File: src/rtl/evt_mc_pkg.sv
package evt_mc_pkg;

    localparam int ADDR_W = 10;
    localparam int BUS_W  = 32;

    localparam logic [ADDR_W-1:0] OFF_CAP_LO = 10'h000;
    localparam logic [ADDR_W-1:0] OFF_CAP_HI = 10'h004;
    localparam logic [ADDR_W-1:0] OFF_CFG_LO = 10'h010;
    localparam logic [ADDR_W-1:0] OFF_CFG_HI = 10'h014;
    localparam logic [ADDR_W-1:0] OFF_CNT_LO = 10'h0F0;
    localparam logic [ADDR_W-1:0] OFF_CNT_HI = 10'h0F4;

    localparam int CFG_EN_BIT  = 0;
    localparam int CFG_LEG_BIT = 1;

    typedef enum logic [1:0] {
        ST_HALTED  = 2'd0,
        ST_ARMING  = 2'd1,
        ST_RUNNING = 2'd2,
        ST_DISARM  = 2'd3
    } run_state_e;

endpackage

File: src/rtl/evt_mc_count.sv
module evt_mc_count
    import evt_mc_pkg::*;
#(
    parameter int CNT_W = 64
) (
    input  logic             clk,
    input  logic             rst_n,
    input  logic             run,
    input  logic             tick_en,
    input  logic             wr_lo,
    input  logic             wr_hi,
    input  logic [BUS_W-1:0] wdata,
    output logic [CNT_W-1:0] count
);
    localparam int NHALF = CNT_W / BUS_W;

    logic [CNT_W-1:0] count_q;
    logic [CNT_W-1:0] count_inc;
    logic [NHALF-1:0] half_wr;
    logic             any_wr;
    logic             step;

    assign half_wr   = NHALF'({wr_hi, wr_lo});
    assign any_wr    = |half_wr;
    assign step      = run && tick_en && !any_wr;
    assign count_inc = count_q + CNT_W'(1);

    for (genvar h = 0; h < NHALF; h++) begin : g_half
        always_ff @(posedge clk or negedge rst_n) begin
            if (!rst_n) begin
                count_q[h*BUS_W +: BUS_W] <= '0;
            end else if (half_wr[h]) begin
                count_q[h*BUS_W +: BUS_W] <= wdata;
            end else if (step) begin
                count_q[h*BUS_W +: BUS_W] <= count_inc[h*BUS_W +: BUS_W];
            end
        end
    end

    assign count = count_q;

    assert_hold_R5: assert property (@(posedge clk) disable iff (!rst_n)
        (!run && !wr_lo && !wr_hi) |=> $stable(count_q));

    assert_step_R4: assert property (@(posedge clk) disable iff (!rst_n)
        (run && tick_en && !wr_lo && !wr_hi) |=> (count_q == $past(count_q) + CNT_W'(1)));

    assert_half_lo_R8: assert property (@(posedge clk) disable iff (!rst_n)
        (wr_lo && !wr_hi) |=> (count_q[CNT_W-1:BUS_W] == $past(count_q[CNT_W-1:BUS_W])));

endmodule

File: src/rtl/evt_mc_fsm.sv
module evt_mc_fsm
    import evt_mc_pkg::*;
#(
    parameter int NUM_TIMERS = 4
) (
    input  logic                  clk,
    input  logic                  rst_n,
    input  logic                  cfg_wr,
    input  logic                  cfg_wr_en,
    input  logic                  cfg_en_q,
    input  logic [NUM_TIMERS-1:0] cmp_all_ones,
    output logic                  run,
    output logic [NUM_TIMERS-1:0] arm_pulse,
    output logic                  halt_pulse
);
    run_state_e st_q, st_d;
    logic set_en, clr_en;

    assign set_en = cfg_wr && cfg_wr_en;
    assign clr_en = cfg_wr && !cfg_wr_en;

    always_ff @(posedge clk or negedge rst_n) begin
        if (!rst_n) st_q <= ST_HALTED;
        else        st_q <= st_d;
    end

    always_comb begin
        st_d = st_q;
        unique case (st_q)
            ST_HALTED, ST_DISARM:  st_d = set_en ? ST_ARMING : ST_HALTED;
            ST_ARMING, ST_RUNNING: st_d = clr_en ? ST_DISARM : ST_RUNNING;
            default:               st_d = ST_HALTED;
        endcase
    end

    always_comb begin
        run        = 1'b0;
        arm_pulse  = '0;
        halt_pulse = 1'b0;
        unique case (st_q)
            ST_HALTED:  ;
            ST_ARMING: begin
                run       = 1'b1;
                arm_pulse = ~cmp_all_ones;
            end
            ST_RUNNING: run = 1'b1;
            ST_DISARM:  halt_pulse = 1'b1;
            default:    ;
        endcase
    end

    assert_run_cfg_R5: assert property (@(posedge clk) disable iff (!rst_n)
        run == cfg_en_q);

    assert_arm_mask_R6: assert property (@(posedge clk) disable iff (!rst_n)
        (arm_pulse & cmp_all_ones) == '0);

    assert_arm_once_R6: assert property (@(posedge clk) disable iff (!rst_n)
        (|arm_pulse) |=> (arm_pulse == '0));

    assert_halt_once_R7: assert property (@(posedge clk) disable iff (!rst_n)
        halt_pulse |=> !halt_pulse);

    assert_halt_cause_R7: assert property (@(posedge clk) disable iff (!rst_n)
        $rose(halt_pulse) |-> $past(cfg_wr && !cfg_wr_en));

endmodule

File: src/rtl/evt_mc_regs.sv
module evt_mc_regs
    import evt_mc_pkg::*;
#(
    parameter int          NUM_TIMERS = 4,
    parameter logic [15:0] VENDOR_ID  = 16'hC0DE,
    parameter logic [7:0]  REV_ID     = 8'h01,
    parameter logic [31:0] PERIOD_FS  = 32'd10000000,
    parameter int          CNT_W      = 64
) (
    input  logic              clk,
    input  logic              rst_n,
    input  logic              req_valid,
    input  logic              req_write,
    input  logic [ADDR_W-1:0] req_addr,
    input  logic [BUS_W-1:0]  req_wdata,
    input  logic [CNT_W-1:0]  count,
    output logic              cfg_wr,
    output logic              cfg_en_q,
    output logic              cfg_leg_q,
    output logic              cnt_wr_lo,
    output logic              cnt_wr_hi,
    output logic [BUS_W-1:0]  rdata
);
    localparam logic [4:0]       TMR_FIELD = 5'(NUM_TIMERS - 1);
    localparam logic [BUS_W-1:0] CAP_LO    = {VENDOR_ID, 1'b1, 1'b0, 1'b1, TMR_FIELD, REV_ID};

    logic             wr_q, rd_q;
    logic [BUS_W-1:0] rd_mux;

    assign wr_q      = req_valid && req_write;
    assign rd_q      = req_valid && !req_write;
    assign cfg_wr    = wr_q && (req_addr == OFF_CFG_LO);
    assign cnt_wr_lo = wr_q && (req_addr == OFF_CNT_LO);
    assign cnt_wr_hi = wr_q && (req_addr == OFF_CNT_HI);

    always_ff @(posedge clk or negedge rst_n) begin
        if (!rst_n) begin
            cfg_en_q  <= 1'b0;
            cfg_leg_q <= 1'b0;
        end else if (cfg_wr) begin
            cfg_en_q  <= req_wdata[CFG_EN_BIT];
            cfg_leg_q <= req_wdata[CFG_LEG_BIT];
        end
    end

    always_comb begin
        rd_mux = '0;
        case (req_addr)
            OFF_CAP_LO: rd_mux = CAP_LO;
            OFF_CAP_HI: rd_mux = PERIOD_FS;
            OFF_CFG_LO: rd_mux = {{(BUS_W-2){1'b0}}, cfg_leg_q, cfg_en_q};
            OFF_CFG_HI: rd_mux = '0;
            OFF_CNT_LO: rd_mux = count[BUS_W-1:0];
            OFF_CNT_HI: rd_mux = count[CNT_W-1:BUS_W];
            default:    rd_mux = '0;
        endcase
    end

    always_ff @(posedge clk or negedge rst_n) begin
        if (!rst_n)    rdata <= '0;
        else if (rd_q) rdata <= rd_mux;
        else           rdata <= '0;
    end

    assert_rd_idle_R9: assert property (@(posedge clk) disable iff (!rst_n)
        !rd_q |=> (rdata == '0));

    assert_cfg_hi_R3: assert property (@(posedge clk) disable iff (!rst_n)
        (rd_q && req_addr == OFF_CFG_LO) |=> (rdata[BUS_W-1:2] == '0));

    assert_cap_ro_R2: assert property (@(posedge clk) disable iff (!rst_n)
        (rd_q && req_addr == OFF_CAP_HI) |=> (rdata == PERIOD_FS));

endmodule

File: src/rtl/evt_main_counter.sv
module evt_main_counter
    import evt_mc_pkg::*;
#(
    parameter int          NUM_TIMERS = 4,
    parameter logic [15:0] VENDOR_ID  = 16'hC0DE,
    parameter logic [7:0]  REV_ID     = 8'h01,
    parameter logic [31:0] PERIOD_FS  = 32'd10000000
) (
    input  logic                  clk,
    input  logic                  rst_n,
    input  logic                  tick_en,
    input  logic                  req_valid,
    input  logic                  req_write,
    input  logic [9:0]            req_addr,
    input  logic [31:0]           req_wdata,
    output logic [31:0]           rdata,
    input  logic [NUM_TIMERS-1:0] cmp_all_ones,
    output logic [NUM_TIMERS-1:0] arm_pulse,
    output logic                  halt_pulse,
    output logic                  cnt_enable,
    output logic                  legacy_route,
    output logic [63:0]           count_value
);
    localparam int CNT_W = 2 * BUS_W;

    logic cfg_wr, cfg_en_q, cfg_leg_q, cnt_wr_lo, cnt_wr_hi, run;

    evt_mc_regs #(
        .NUM_TIMERS (NUM_TIMERS),
        .VENDOR_ID  (VENDOR_ID),
        .REV_ID     (REV_ID),
        .PERIOD_FS  (PERIOD_FS),
        .CNT_W      (CNT_W)
    ) u_regs (
        .clk       (clk),
        .rst_n     (rst_n),
        .req_valid (req_valid),
        .req_write (req_write),
        .req_addr  (req_addr),
        .req_wdata (req_wdata),
        .count     (count_value),
        .cfg_wr    (cfg_wr),
        .cfg_en_q  (cfg_en_q),
        .cfg_leg_q (cfg_leg_q),
        .cnt_wr_lo (cnt_wr_lo),
        .cnt_wr_hi (cnt_wr_hi),
        .rdata     (rdata)
    );

    evt_mc_fsm #(
        .NUM_TIMERS (NUM_TIMERS)
    ) u_fsm (
        .clk          (clk),
        .rst_n        (rst_n),
        .cfg_wr       (cfg_wr),
        .cfg_wr_en    (req_wdata[CFG_EN_BIT]),
        .cfg_en_q     (cfg_en_q),
        .cmp_all_ones (cmp_all_ones),
        .run          (run),
        .arm_pulse    (arm_pulse),
        .halt_pulse   (halt_pulse)
    );

    evt_mc_count #(
        .CNT_W (CNT_W)
    ) u_count (
        .clk     (clk),
        .rst_n   (rst_n),
        .run     (run),
        .tick_en (tick_en),
        .wr_lo   (cnt_wr_lo),
        .wr_hi   (cnt_wr_hi),
        .wdata   (req_wdata),
        .count   (count_value)
    );

    assign cnt_enable   = cfg_en_q;
    assign legacy_route = cfg_leg_q;

    assert_rst_state_R1: assert property (@(posedge clk)
        !rst_n |-> (count_value == '0 && !cnt_enable && !legacy_route && !halt_pulse && arm_pulse == '0));

endmodule

File: config.mk
export PLATFORM = sky130hd
export DESIGN_NAME = evt_main_counter
export DESIGN_NICKNAME = d
export VERILOG_FILES = /design/src/rtl/evt_mc_pkg.sv /design/src/rtl/evt_mc_count.sv /design/src/rtl/evt_mc_fsm.sv /design/src/rtl/evt_mc_regs.sv /design/src/rtl/evt_main_counter.sv
export SDC_FILE = /design/constraint.sdc
export NUM_CORES = 1
export LEC_CHECK = 0
export ABC_AREA = 1
export BUFFER_PORTS_ARGS = -buffer_cell sky130_fd_sc_hd__buf_2
export CORE_AREA = 5 5 85 166
export CTS_BUF_LIST = sky130_fd_sc_hd__clkbuf_16
export CTS_CLUSTER_SIZE = 28
export DETAILED_ROUTE_END_ITERATION = 12
export DIE_AREA = 0 0 90 171
export GPL_ROUTABILITY_DRIVEN = 1
export PLACE_DENSITY_LB_ADDON = 0.25
export SETUP_SLACK_MARGIN = 0.15
export SYNTH_ARGS = -nofsm -noshare
export SYNTH_HDL_FRONTEND = slang
export SYNTH_SLANG_ARGS = --single-unit
File: constraint.sdc
create_clock -name clk -period 1.95 [get_ports clk]
set_input_delay 0.0975 -clock clk [delete_from_list [all_inputs] [get_ports clk]]
set_output_delay 0.0975 -clock clk [all_outputs]
set_load 0.01 [all_outputs]
==> metrics <==
run status completed; commonest non-fill, non-tap cells in the layout 359 x nand2_1, 152 x buf_2, 146 x nor2_1; met3 Use GR 0.05191; number of global-route vias before repair 8213; final period utilization 0.9005; clock share of power 0.436; met1 usage 0.4124; core box area 12770 sq um; # rows 59; Clock Sinks 100; initial antenna violation count 0; fin worst setup slack 0.1941 ns; WL final 28970 um; critical path class flip-flop to flip-flop; Area Growth Syn to Fin 28.37%; DRC Markers 0; first-pass GRT wire length 44140 um; Seq/Total Area, Yosys 0.3646; n_diodes 0; Clock Path Buffers 2; Most used DFF post-synth dfrtp_1; met2 GRT Util 0.6464; number of flops mapped to enable cells by yosys 0; crit path to u_count.count[20]; Die Y 171 um; Worst Skew 0.01383 ns; Worst setup EP type flip-flop; initial DRC count 726; CP max FO 6; Reg clk slew, reported paths 0.08 ns; hold crit path type input pin to flip-flop; Initial Util 0.5374; Switching Fraction 0.2673; area of the mapped netlist 6863 sq um; area of the die 15390 sq um; reg2reg end u_count.count[20]; CTS Root Cell clkbuf_16; final hold violation count 0; Avg Cell Area, Syn 6.314 sq um; Clk Latency, worst-skew pair 0.36 ns; switching power total 0.001135 W; placed wire-length estimate 21660 um; post-synth net total 1141; reg2reg setup slack 0.19 ns; # nets final 1350; share of cells above drive strength 1 0.2575; largest net degree at the start of global routing 46; RSZ-0062 raised after global routing true; P_int 0.003111 W; Setup TNS Final 0 ns; Yosys cell types 28; Max Slew Vio Count 0; Peak supply drop 526.4 uV; CTS buffer count 9; commonest non-fill, non-tap cell in the layout nand2_1; critical path launch point type flip-flop; Pleak 4.348 nW; slew margin rel. 0.5917; Synth Warn # 0; routed via count 8178; DRT antenna net count 0; number of I/O pins 154; H-tree depth 3; pwr dens 482.0 nW/um^2; post-synthesis async set-or-reset flop share 1.000; Top Usage Layer GRT met2; RR Startpoint u_count.count[0]; min Tclk post-route 1.756 ns; reg2reg path depth 9; CTS tree done; WL per Instance 19.94 um; CP startpoint u_count.count[0]; grt ovf 0; routability cong. 1.031; Vias/cell 5.628; sequential power share 0.499; post-place setup slack 0.07402 ns; worst path required time 2.19 ns; Die Wd 90 um; cells after synthesis 1087; Max Cap Viol 0; actual slew at the worst max-slew pin 0.6125 ns; CP arrival 1.99 ns; port bufs 153; Final setup viols 0; total track usage 0.3699; number of synthesized register bits 100; Fill cells 1135; detailed-router iteration count before antenna repair 5; max frequency 0.5695 GHz; combinational power share 0.065
==> synthesized netlist by cell type, drive strengths merged, types with 6 or more instances <==
cell type | number | area (sq um)
clkbuf | 11 | 41.29
o22ai | 16 | 100.1
inv | 132 | 495.5
nor2 | 192 | 794.5
nand2 | 377 | 1438
a21oi | 6 | 30.03
buf | 23 | 157.6
nand3 | 143 | 735.7
dfrtp | 100 | 2502
xor2 | 22 | 192.7
o21ai | 46 | 230.2
nand4 | 8 | 50.05
==> worst min path at each step <==
stage,end,start,depth (start not counted)
after floorplan,u_count.count[0],rst_n,0
after global placement,u_count.count[49],rst_n,1
after detailed placement,u_regs.rdata[19],rst_n,1
after CTS,u_count.count[21],req_wdata[21],3
after global routing,u_count.count[2],req_wdata[2],3
final,u_count.count[21],req_wdata[21],3
==> per-stage QoR <==
stage / total power (W) / cell area (sq um) / hold slack [ns] / util / cells
2_1_floorplan: 0.002227 / 6863 / -0.1981 / - / 1087
3_3_place_gp: 0.002399 / 8071 / 0.1368 / 0.6320 / 1414
3_5_place_dp: 0.002405 / 8071 / 0.1381 / 0.6320 / 1414
4_1_cts: 0.004243 / 8541 / 0.002154 / 0.6688 / 1446
5_1_grt: 0.004364 / 8810 / 0.02058 / 0.6898 / 1453
6_report: 0.004246 / 8810 / 0.007250 / 0.6898 / 1453
==> state kept, by name, summed over array words and instances (netlist names) <==
signal / cells
u_count.count: 64
u_fsm.st_q: 2
u_regs.cfg_en_q: 1
u_regs.cfg_leg_q: 1
u_regs.rdata: 32
==> power by group through the flow <==
stage	registers, W	logic (W)	clock network, W
after floorplan	0.00216	0.0000647	0
after global routing	0.00212	0.000307	0.00194
after CTS	0.00212	0.000274	0.00185
after detailed placement	0.00216	0.000248	0
after global placement	0.00216	0.000243	0
final	0.00212	0.000278	0.00185
==> cell type report <==
type	count	area [sq um]	area share
clock buffer	9	225.2	0.02556
inverter	132	498.0	0.05653
timing repair buffer	232	1451	0.1647
clock inverter	7	67.56	0.007669
tap	152	190.2	0.02159
multi-input combinational	821	3852	0.4373
sequential	100	2525	0.2866
==> critical path: stages (launching register included) <==
cell	delay, ns
dfrtp_1	0.40
ha_2	0.20
nand2_2	0.08
nor2_4	0.19
nand2_4	0.11
nor2_4	0.25
nand2_2	0.13
xor2_1	0.16
nand2_1	0.06
nand3_1	0.06
==> kinds of logic (layout without fill, tap and decap cells) <==
group | count (synthesis) | after routing | share of synthesized area
simple gates | 723 | 723 | 0.4425
buf+inv | 166 | 380 | 0.1012
flops | 100 | 100 | 0.3646
compound gates | 72 | 72 | 0.05688
xor+xnor | 23 | 23 | 0.02935
fa+ha+maj | 3 | 3 | 0.005470
==> per-layer routing <==
layer  share of wire  vias up
met1            0.34     3783
met3           0.076      118
met2            0.51      478
met5               0        -
li1                -     3799
met4           0.071        0
==> what timing repair did <==
action / CTS / global route
gates cloned: 0 / 1
gates resized for setup: 6 / 74
pin swaps: 1 / 11
hold endpoints to repair: 56 / 0
setup buffers: 0 / 6
endpoints found under the setup margin: 15 / 63
hold buffers: 16 / 0
(Power assumes the default switching activity.)
